`config.mk`:
```
export PLATFORM = sky130hd
export DESIGN_NAME = dd_delay_ctrl
export DESIGN_NICKNAME = d
export VERILOG_FILES = /design/src/rtl/dd_pkg.sv /design/src/rtl/dd_trig_edge.sv /design/src/rtl/dd_decade_stage.sv /design/src/rtl/dd_decade_chain.sv /design/src/rtl/dd_delay_ctrl.sv
export SDC_FILE = /design/constraint.sdc
export NUM_CORES = 1
export LEC_CHECK = 0
export ABC_AREA = 1
export BUFFER_PORTS_ARGS = -buffer_cell sky130_fd_sc_hd__buf_2
export CELL_PAD_IN_SITES_DETAIL_PLACEMENT = 2
export CELL_PAD_IN_SITES_GLOBAL_PLACEMENT = 2
export CORE_MARGIN = 2
export CORE_UTILIZATION = 35
export CTS_CLUSTER_DIAMETER = 80
export DETAILED_ROUTE_END_ITERATION = 8
export PLACE_DENSITY_LB_ADDON = 0.1
export SLEW_MARGIN = 20
export SYNTH_ARGS = -nofsm -noshare
export SYNTH_HDL_FRONTEND = slang
export SYNTH_SLANG_ARGS = --single-unit
```
`constraint.sdc`:
```
create_clock -name clk -period 2.7 [get_ports clk]
set_clock_uncertainty 0.05 [all_clocks]
set_input_delay 0.27 -clock clk [delete_from_list [all_inputs] [get_ports clk]]
set_output_delay 0.27 -clock clk [all_outputs]
set_load 0.03 [all_outputs]
```
`src/rtl/dd_pkg.sv`:
```
package dd_pkg;

    typedef struct packed {
        logic [2:0] ratio_sel;
        logic       one_shot;
        logic       pwr_low;
        logic       trip_low;
    } cfg_t;

    typedef enum logic [1:0] {
        OP_BYPASS  = 2'd0,
        OP_ONESHOT = 2'd1,
        OP_FREERUN = 2'd2
    } op_mode_e;

    localparam cfg_t CFG_DEFAULT = '{ratio_sel: 3'd0, one_shot: 1'b0,
                                     pwr_low: 1'b0, trip_low: 1'b0};

    function automatic cfg_t decode_cfg(input logic [7:0] raw);
        cfg_t c;
        c.ratio_sel = raw[2:0];
        c.one_shot  = raw[3];
        c.pwr_low   = raw[4];
        c.trip_low  = raw[5];
        return c;
    endfunction

    function automatic op_mode_e mode_of(input cfg_t c, input int unsigned stages);
        if (c.ratio_sel == 3'd0 || 32'(c.ratio_sel) > stages)
            return OP_BYPASS;
        else if (c.one_shot)
            return OP_ONESHOT;
        else
            return OP_FREERUN;
    endfunction

endpackage

```
`src/rtl/dd_trig_edge.sv`:
```
module dd_trig_edge #(
    parameter int unsigned SYNC_STAGES = 2
) (
    input  logic clk,
    input  logic rst_n,
    input  logic trig_n_i,
    output logic low_o,
    output logic fall_o
);
    localparam int unsigned PW = SYNC_STAGES + 1;

    typedef struct packed {
        logic [PW-1:0] pipe;
    } sync_t;

    sync_t sync_d, sync_q;

    always_comb begin
        sync_d      = sync_q;
        sync_d.pipe = {sync_q.pipe[PW-2:0], trig_n_i};
    end

    always_ff @(posedge clk or negedge rst_n) begin
        if (!rst_n) sync_q <= '{pipe: '1};
        else        sync_q <= sync_d;
    end

    assign low_o  = ~sync_q.pipe[SYNC_STAGES-1];
    assign fall_o = sync_q.pipe[SYNC_STAGES] & ~sync_q.pipe[SYNC_STAGES-1];

    // One detected edge per falling transition
    assert_fall_single_R3: assert property (@(posedge clk) disable iff (!rst_n)
        fall_o |=> !fall_o);

endmodule

```
`src/rtl/dd_decade_stage.sv`:
```
module dd_decade_stage #(
    parameter int unsigned LOW_DIV = 5
) (
    input  logic clk,
    input  logic rst_n,
    input  logic clr_i,
    input  logic en_i,
    output logic carry_o,
    output logic sq_o,
    output logic zero_o
);
    localparam int unsigned    CW   = (LOW_DIV > 1) ? $clog2(LOW_DIV) : 1;
    localparam logic [CW-1:0]  LAST = CW'(LOW_DIV - 1);

    typedef struct packed {
        logic [CW-1:0] cnt;
        logic          half;
    } stg_t;

    stg_t stg_d, stg_q;

    always_comb begin
        stg_d = stg_q;
        if (clr_i) begin
            stg_d = '0;
        end else if (en_i) begin
            if (stg_q.cnt == LAST) begin
                stg_d.cnt  = '0;
                stg_d.half = ~stg_q.half;
            end else begin
                stg_d.cnt = stg_q.cnt + 1'b1;
            end
        end
    end

    always_ff @(posedge clk or negedge rst_n) begin
        if (!rst_n) stg_q <= '0;
        else        stg_q <= stg_d;
    end

    assign carry_o = en_i && (stg_q.cnt == LAST) && stg_q.half;
    assign sq_o    = stg_q.half;
    assign zero_o  = (stg_q == '0);

    // Ticks without enable leave the stage untouched
    assert_hold_idle_R10: assert property (@(posedge clk) disable iff (!rst_n)
        (!en_i && !clr_i) |=> $stable(stg_q));

    // A carry marks a full decade: the stage wraps to zero
    assert_wrap_zero_R6: assert property (@(posedge clk) disable iff (!rst_n)
        carry_o |=> (stg_q == '0));

endmodule

```
`src/rtl/dd_decade_chain.sv`:
```
module dd_decade_chain #(
    parameter int unsigned STAGES  = 6,
    parameter int unsigned LOW_DIV = 5
) (
    input  logic              clk,
    input  logic              rst_n,
    input  logic              clr_i,
    input  logic              tick_i,
    output logic [STAGES-1:0] carry_o,
    output logic [STAGES-1:0] sq_o,
    output logic              zero_o
);
    logic [STAGES-1:0] en_v;
    logic [STAGES-1:0] zero_v;

    for (genvar g = 0; g < STAGES; g++) begin : g_stage
        if (g == 0) begin : g_first
            assign en_v[g] = tick_i;
        end else begin : g_next
            assign en_v[g] = carry_o[g-1];
        end

        dd_decade_stage #(.LOW_DIV(LOW_DIV)) u_stage (
            .clk     (clk),
            .rst_n   (rst_n),
            .clr_i   (clr_i),
            .en_i    (en_v[g]),
            .carry_o (carry_o[g]),
            .sq_o    (sq_o[g]),
            .zero_o  (zero_v[g])
        );
    end

    assign zero_o = &zero_v;

endmodule

```
`src/rtl/dd_delay_ctrl.sv`:
```
module dd_delay_ctrl
    import dd_pkg::*;
#(
    parameter int unsigned STAGES      = 6,
    parameter int unsigned SYNC_STAGES = 2
) (
    input  logic       clk,
    input  logic       rst_n,
    input  logic       osc_tick,
    input  logic       trig_n,
    input  logic [7:0] cfg_byte,
    input  logic       std_flag,
    output logic       tmr_out,
    output logic       osc_en,
    output logic       pwr_low,
    output logic       trip_low
);
    localparam int unsigned LOW_DIV = 5;

    typedef struct packed {
        cfg_t cfg;
        logic run;
    } ctl_t;

    ctl_t ctl_d, ctl_q;

    logic              trig_low, trig_fall;
    logic [STAGES-1:0] carry_v, sq_v;
    logic              chain_zero, chain_clr, chain_tick;
    op_mode_e          mode;
    logic              osc_en_int, sel_carry, sel_sq, term_hit;

    dd_trig_edge #(.SYNC_STAGES(SYNC_STAGES)) u_trig (
        .clk      (clk),
        .rst_n    (rst_n),
        .trig_n_i (trig_n),
        .low_o    (trig_low),
        .fall_o   (trig_fall)
    );

    // Mode and oscillator enable come from registered state only
    always_comb begin
        mode = mode_of(ctl_q.cfg, STAGES);
        unique case (mode)
            OP_ONESHOT: osc_en_int = ctl_q.run;
            OP_FREERUN: osc_en_int = trig_low;
            default:    osc_en_int = 1'b0;
        endcase
        chain_tick = osc_tick && osc_en_int;
    end

    // Tap selection for the chosen ratio
    always_comb begin
        sel_carry = 1'b0;
        sel_sq    = 1'b0;
        for (int g = 0; g < STAGES; g++) begin
            if (ctl_q.cfg.ratio_sel == 3'(g + 1)) begin
                sel_carry = carry_v[g];
                sel_sq    = sq_v[g];
            end
        end
    end

    assign term_hit  = (mode == OP_ONESHOT) && ctl_q.run && sel_carry;
    assign chain_clr = !osc_en_int || term_hit;

    dd_decade_chain #(.STAGES(STAGES), .LOW_DIV(LOW_DIV)) u_chain (
        .clk     (clk),
        .rst_n   (rst_n),
        .clr_i   (chain_clr),
        .tick_i  (chain_tick),
        .carry_o (carry_v),
        .sq_o    (sq_v),
        .zero_o  (chain_zero)
    );

    always_comb begin
        ctl_d = ctl_q;
        if (ctl_q.run)
            ctl_d.run = !term_hit;
        else
            ctl_d.run = (mode == OP_ONESHOT) && trig_fall;
        if (!osc_en_int && !trig_fall)
            ctl_d.cfg = decode_cfg(cfg_byte);
    end

    always_ff @(posedge clk or negedge rst_n) begin
        if (!rst_n) ctl_q <= '{cfg: CFG_DEFAULT, run: 1'b0};
        else        ctl_q <= ctl_d;
    end

    always_comb begin
        unique case (mode)
            OP_ONESHOT: tmr_out = ctl_q.run;
            OP_FREERUN: tmr_out = sel_sq;
            default:    tmr_out = std_flag && rst_n;
        endcase
    end

    assign osc_en   = osc_en_int;
    assign pwr_low  = ctl_q.cfg.pwr_low;
    assign trip_low = ctl_q.cfg.trip_low;

    // Configuration frozen while the oscillator runs
    assert_cfg_frozen_R9: assert property (@(posedge clk) disable iff (!rst_n)
        osc_en_int |=> $stable(ctl_q.cfg));

    // A running one-shot only stops at its terminal count
    assert_run_hold_R4: assert property (@(posedge clk) disable iff (!rst_n)
        (ctl_q.run && !term_hit) |=> ctl_q.run);

    // Terminal count leaves the chain empty and the oscillator off
    assert_end_clean_R5: assert property (@(posedge clk) disable iff (!rst_n)
        term_hit |=> (chain_zero && !osc_en));

    // Falling trigger in single-shot mode starts a cycle
    assert_start_R3: assert property (@(posedge clk) disable iff (!rst_n)
        (mode == OP_ONESHOT && !ctl_q.run && trig_fall) |=> (tmr_out && osc_en));

    // Reset keeps both outputs quiet
    assert_reset_quiet_R8: assert property (@(posedge clk)
        !rst_n |-> (!tmr_out && !osc_en));

endmodule

```
======== Word level (Yosys, flattened, before mapping) ========
Index checks and enable logic that the tools add are counted.
storage, ports and cells
  register bits ........................... 34
  bits in latches ......................... 0
  memory bits (writable) .................. 0
  memory bits (read-only) ................. 0
  input port bits ......................... 13
  output and inout port bits .............. 4
  memories ................................ 0
cells by class
  $add $sub $neg .......................... 6
  multipliers ............................. 0
  div/mod/pow operators ................... 0
  magnitude comparators ................... 1
  eq/ne operators ......................... 14
  shift operators ......................... 0
  mux-type cells .......................... 41
  bitwise operators ....................... 8
  reductions and logical operators ........ 42
operators by type and width
  cell                   number
  $mux W4                12
  $eq A3 B3 Y1 const B   9
  $reduce_bool A2 Y1     12
  $mux W1                19
  $add A3 B1 Y3 const B  6
  $logic_and A1 B1 Y1    18
  $mux W3                6
  $reduce_and A2 Y1      6
  $not A1 Y1             7
  $eq A3 B2 Y1 const B   2
  $mux W2                2
  $pmux W1 S2            2
  $eq A3 B1 Y1 const B   1
  $gt A3 B3 Y1 const B   1
  $logic_not A1 Y1       3
  $logic_not A3 Y1       1
  $eq A2 B1 Y1 const B   1
  $eq A2 B2 Y1 const B   1
  $logic_or A1 B1 Y1     2
  $and A1 B1 Y1          1

======== Longest topological paths before layout ========
  depth after elaboration ................. 23
  depth in mapped cells ................... 18
  gate-level depth less buffers ........... 17

======== Cells and area by module ========
Synthesis repeated with hierarchy kept, for this count alone.
unflattened totals
  cell total of the unflattened synthesis .. 275
  area, all modules ....................... 2109.5 sq um
by module, submodules not included
  module                                             instances  cells each  area an instance (sq um)  sequential area each (sq um)
  dd_decade_stage at u_chain.g_stage[1].u_stage ...  5          31          246.5                     100.1
  dd_delay_ctrl                                      1          77          516.7                     175.2
  dd_decade_stage at u_chain.g_stage[0].u_stage      1          30          239.0                     100.1
  dd_trig_edge                                       1          6           92.6                      78.8
  dd_decade_chain                                    1          7           28.8                      0.0

======== Worst setup path after synthesis ========
OpenSTA, ideal clock, no wires.
  kind .................................... register to output
  start ................................... register ctl_q[4] in the netlist's numbering
  end ..................................... output port tmr_out
  arrival time ............................ 2.103 ns
  data required time ...................... 2.380 ns
  path slack .............................. 0.277 ns
  stages on the path, launching flop included .. 7
  path buffers ............................ 0
  cell sequence ........................... dfrtp_1 inv_1 nor3_1 nand2_1 nand3_1 o21ai_0 o311ai_0
on the way
  word-level cells in the longest chain between the ends .. 8
  elaborated cells on any way between the ends .. 19
ends and longest elaborated chain
  item                    RTL line             source
  from (decl)             dd_delay_ctrl.sv:25  ctl_t ctl_d, ctl_q;
  from (signal assigned)  dd_delay_ctrl.sv:88  if (!rst_n) ctl_q <= '{cfg: CFG_DEFAULT, run: 1'b0};
  from (signal assigned)  dd_delay_ctrl.sv:89  else ctl_q <= ctl_d;
  $eq A3 B1 Y1            dd_delay_ctrl.sv:57  if (ctl_q.cfg.ratio_sel == 3'(g + 1)) begin
  $mux W1 (6 in series)   dd_delay_ctrl.sv:57
  $pmux W1 S2 (*)         dd_delay_ctrl.sv:93  unique case (mode)
  to (decl)               dd_delay_ctrl.sv:13  output logic tmr_out,
Mark *: on every way between the ends. The rest lies on a longest branch, timed or not.

======== Worst setup path in the final report ========
  start ................................... register u_chain.g_stage[0].u_stage.stg_q[2] in the netlist's numbering
  end ..................................... register u_chain.g_stage[4].u_stage.stg_q[1] in the netlist's numbering
on the way
  word-level cells in the longest chain between the ends .. 17
  elaborated cells on any way between the ends .. 23
ends and longest elaborated chain
  item                                           RTL line               source
  from (decl)                                    dd_decade_stage.sv:20  stg_t stg_d, stg_q;
  from (signal assigned)                         dd_decade_stage.sv:38  else stg_q <= stg_d;
  $eq A3 B3 Y1 (*)                               dd_decade_stage.sv:41  assign carry_o = en_i && (stg_q.cnt == LAST) && stg_q.half;
  $logic_and A1 B1 Y1 (*) (2 in series)          dd_decade_stage.sv:41
  $logic_and A1 B1 Y1 (10 in series)             dd_decade_stage.sv:41
  $mux W1                                        dd_delay_ctrl.sv:57
  $logic_and A1 B1 Y1                            dd_delay_ctrl.sv:64    assign term_hit = (mode == OP_ONESHOT) && ctl_q.run && sel_carry;
  $logic_or A1 B1 Y1                             dd_delay_ctrl.sv:65    assign chain_clr = !osc_en_int || term_hit;
  $mux W4 or $reduce_bool A2 Y1 (tied branches)  --
  to (signal assigned)                           dd_decade_stage.sv:38
  to (decl)                                      dd_decade_stage.sv:20
Marked as above.
A chain may end at the register's enable or synchronous reset.

==> results by group <==
Clocking
  • Clock sinks: 34
  • CTS tree: done
  • Max Buffers Root-to-Sink: 2
  • Num CTS Buffers: 5
  • Clock Latency Late Sink: 0.29 ns
  • CTS H-tree depth: 2
  • Clk slew on worst S/H paths: 0.07 ns
  • Clock root cell: clkbuf_8

Yosys
  • Most common cell in the netlist: nand2_1
  • List of most frequent post-synthesis cells: nand2_1 (50), dfrtp_1 (31), inv_1 (31)
  • Yosys top cell area share: 39.5%
  • Yosys top cell by area: dfrtp_1
  • Count of different cell masters after synthesis: 31
  • Synth warn: 0
  • Post-synth top flop: dfrtp_1
  • Syn_nets: 262
  • Post-synthesis async set-or-reset flop share: 100%
  • Mean Syn Cell Area: 8.29 µm²
  • Dominant cells by area after synthesis: dfrtp_1 (39%), nand2_1 (9.5%), ha_1 (7.6%)
  • Seq cells post-synth: 34
  • Mapped Area: 0.00197 mm²
  • Post-synthesis instance total: 237
  • Sequential fraction of the synthesis area: 43.5%
  • EDFF count, synth: 0

Setup path
  • Crit-path slowest cell: dfrtp_1
  • WS Path Type: reg -> reg
  • CP max FO: 5
  • Worst setup EP type: register
  • Worst EP required: 2.81 ns
  • CP Cell Sequence: inv_1, ha_2, nand2_1, nor2_4, nand4_4, nor3_1, nand2_1, nand2_1, nor2_1, nand2_1, nand2_1, nand2_2, nand3_4, buf_4, nand4_1, o21ai_0
  • Critical path's most frequent cell: nand2_1
  • Crit path largest cell delay: 0.40 ns
  • Data arrival, critical path: 2.64 ns
  • Critical Path Start Type: register

Global routing
  • GRT Resource Usage Total: 17.3%
  • Vias in the first global route: 1815
  • Grt ovf: 0
  • Initial antenna violation count: 0
  • Largest net degree at the start of global routing: 35
  • First-pass GRT wire length: 8450 µm

Drt
  • WL/cell: 15.3 µm
  • Initial DRC count: 36
  • ANT nets after route: 0
  • Via density: 5.06
  • Vias: 1734
  • Residual DRC: 0
  • Pre-antenna DRT Iters: 3
  • Drt total wl: 5240 µm

Outcome
  • Failing checks: negative hold slack
  • Status: finished, violations left

Die
  • Vert. Die Dim: 78.9 µm
  • Core area: 0.00547 mm²
  • Initial Util: 35.9%
  • # rows: 27
  • IO Pins: 17
  • Die width: 78.9 µm
  • Die ar.: 0.00623 mm²

Finish
  • Ratio of cells with drive above 1 in the final layout: 21.8%
  • Area Overhead vs Synth: 21.1%
  • Layout fillers: 625
  • N_diodes: 0
  • Final core utilization: 43.5%
  • Cell area after layout: 0.00238 mm²
  • Nets: 295

STA
  • Rel. slew slack: 69.6%
  • Ratio of final minimum period to clock period: 93.5%
  • Fin. max-slew vios: 0
  • Highest clock rate: 396 MHz
  • Final worst slack: 0.176 ns
  • Crit path time final: 2.52 ns
  • Final setup viols: 0
  • Final hold vios: 10
  • Worst slew pin tran: 0.456 ns
  • WHS: -0.00856 ns

Placement
  • IO buf count: 14
  • Post-Place Cell Area: 0.00213 mm²
  • Final GP Congestion: 0.731
  • Worst slack at placement: 0.0215 ns
  • Hpwl dp: 3510 µm

Power
  • Worst VDD drop: 0.352 mV
  • Cell Pwr Density: 908 mW/mm²
  • Static Leak: 1.18 nW

Run
  • Max Cap Viol: 0

Worst hold path
  • Worst Hold Class: in -> async
## per-stage QoR
stage | instances | total power [W] | setup TNS, ns
detailed placement | 323 | 0.00154 | 0
CTS | 331 | 0.00205 | 0
global placement | 323 | 0.00152 | 0
finish | 343 | 0.00216 | 0
floorplan | 237 | 0.00130 | 0
global route | 343 | 0.00233 | -0.119
## power by group
group          total, W  leakage [nW]  switching [W]  internal (W)
Clock          0.000471        0.0524       0.000194      0.000276
Combinational   0.00102         0.680       0.000696      0.000322
Sequential     0.000672         0.443      0.0000820      0.000590
## layout make-up
type / count / area, µm² / share of cell area, %
Inverter: 32 / 120 / 5.05
Clock buffer: 7 / 76.3 / 3.21
Clock inverter: 1 / 30.0 / 1.26
Sequential cell: 34 / 856 / 36.0
Tap cell: 72 / 90.1 / 3.79
Timing Repair Buffer: 28 / 179 / 7.52
Multi-Input combinational cell: 169 / 1030 / 43.2
## flip-flops by register name, indices dropped and copies added (netlist names)
register	count
u_chain.g_stage.u_stage.sq_o	6
pwr_low	1
ctl_q	5
u_chain.g_stage.u_stage.stg_q	18
u_trig.sync_q	3
trip_low	1
## per-layer routing
layer | vias to the layer above | wire, µm | global-route usage [%]
li1 | 851 | - | -
met1 | 867 | 2460 | 21.7
met2 | 10 | 2620 | 30.0
met3 | 6 | 92 | 3.41
met4 | 0 | 58 | 5.17
met5 | - | 0 | 0
## cells by family after synthesis
family / Yosys count / synth area share, %
adder cells (fa/ha/maj): 12 / 7.64
AO/OA/AOI/OAI: 27 / 7.83
XOR/XNOR: 5 / 2.23
multiplexers: 2 / 1.15
AND/OR/NAND/NOR: 121 / 30.3
buffers and inverters: 36 / 7.38
flip-flops: 34 / 43.5
## path summary, 6_finish.rpt
kind / start / endpoint / slack (ns) / cells after the start
worst min-delay path: rst_n / pwr_low / -0.009 / 2
worst max-delay path: u_chain.g_stage[0].u_stage.stg_q[2] / u_chain.g_stage[4].u_stage.stg_q[1] / 0.18 / 16
worst max register to register: u_chain.g_stage[0].u_stage.stg_q[2] / u_chain.g_stage[4].u_stage.stg_q[1] / 0.18 / 16
worst min register to register: u_trig.sync_q[0] / u_trig.sync_q[1] / 0.31 / 0
min in group clk: trig_n / u_trig.sync_q[0] / 0.03 / 1
max in group asynchronous: rst_n / ctl_q[5] / 2.26 / 2
## critical path: cells and delay by family (launching register included)
kind                       cells  cell delay (ns)
buffers and inverters          2             0.30
DFF                            1             0.40
and+or+nand+nor               12             1.38
AOI/OAI and AO/OA              1             0.09
adders and majority gates      1             0.18
## timing repair
action,CTS,global route
hold buffers,0,0
gates resized for setup,1,10
pin swaps,0,7
setup buffers,0,10
gates cloned,0,2
endpoints found under the setup margin,1,24
## cells in the final DEF, fill, tap and decap left out, drive strengths merged
| cell | count |
|---|---|
| nand3 | 12 |
| buf | 28 |
| bufinv | 1 |
| o2111ai | 1 |
| o211ai | 1 |
| mux2 | 2 |
| a221oi | 1 |
| o311ai | 1 |
| o21ai | 11 |
| xnor2 | 3 |
| xor2 | 2 |
| dfstp | 3 |
| nor3 | 7 |
| a21oi | 10 |
| nand2 | 55 |
| clkbuf | 7 |
| o21bai | 1 |
| ha | 12 |
| inv | 32 |
| nand4 | 18 |
| dfrtp | 31 |
| nor2 | 31 |
| o21a | 1 |
Power figures use the tool's default switching activity.
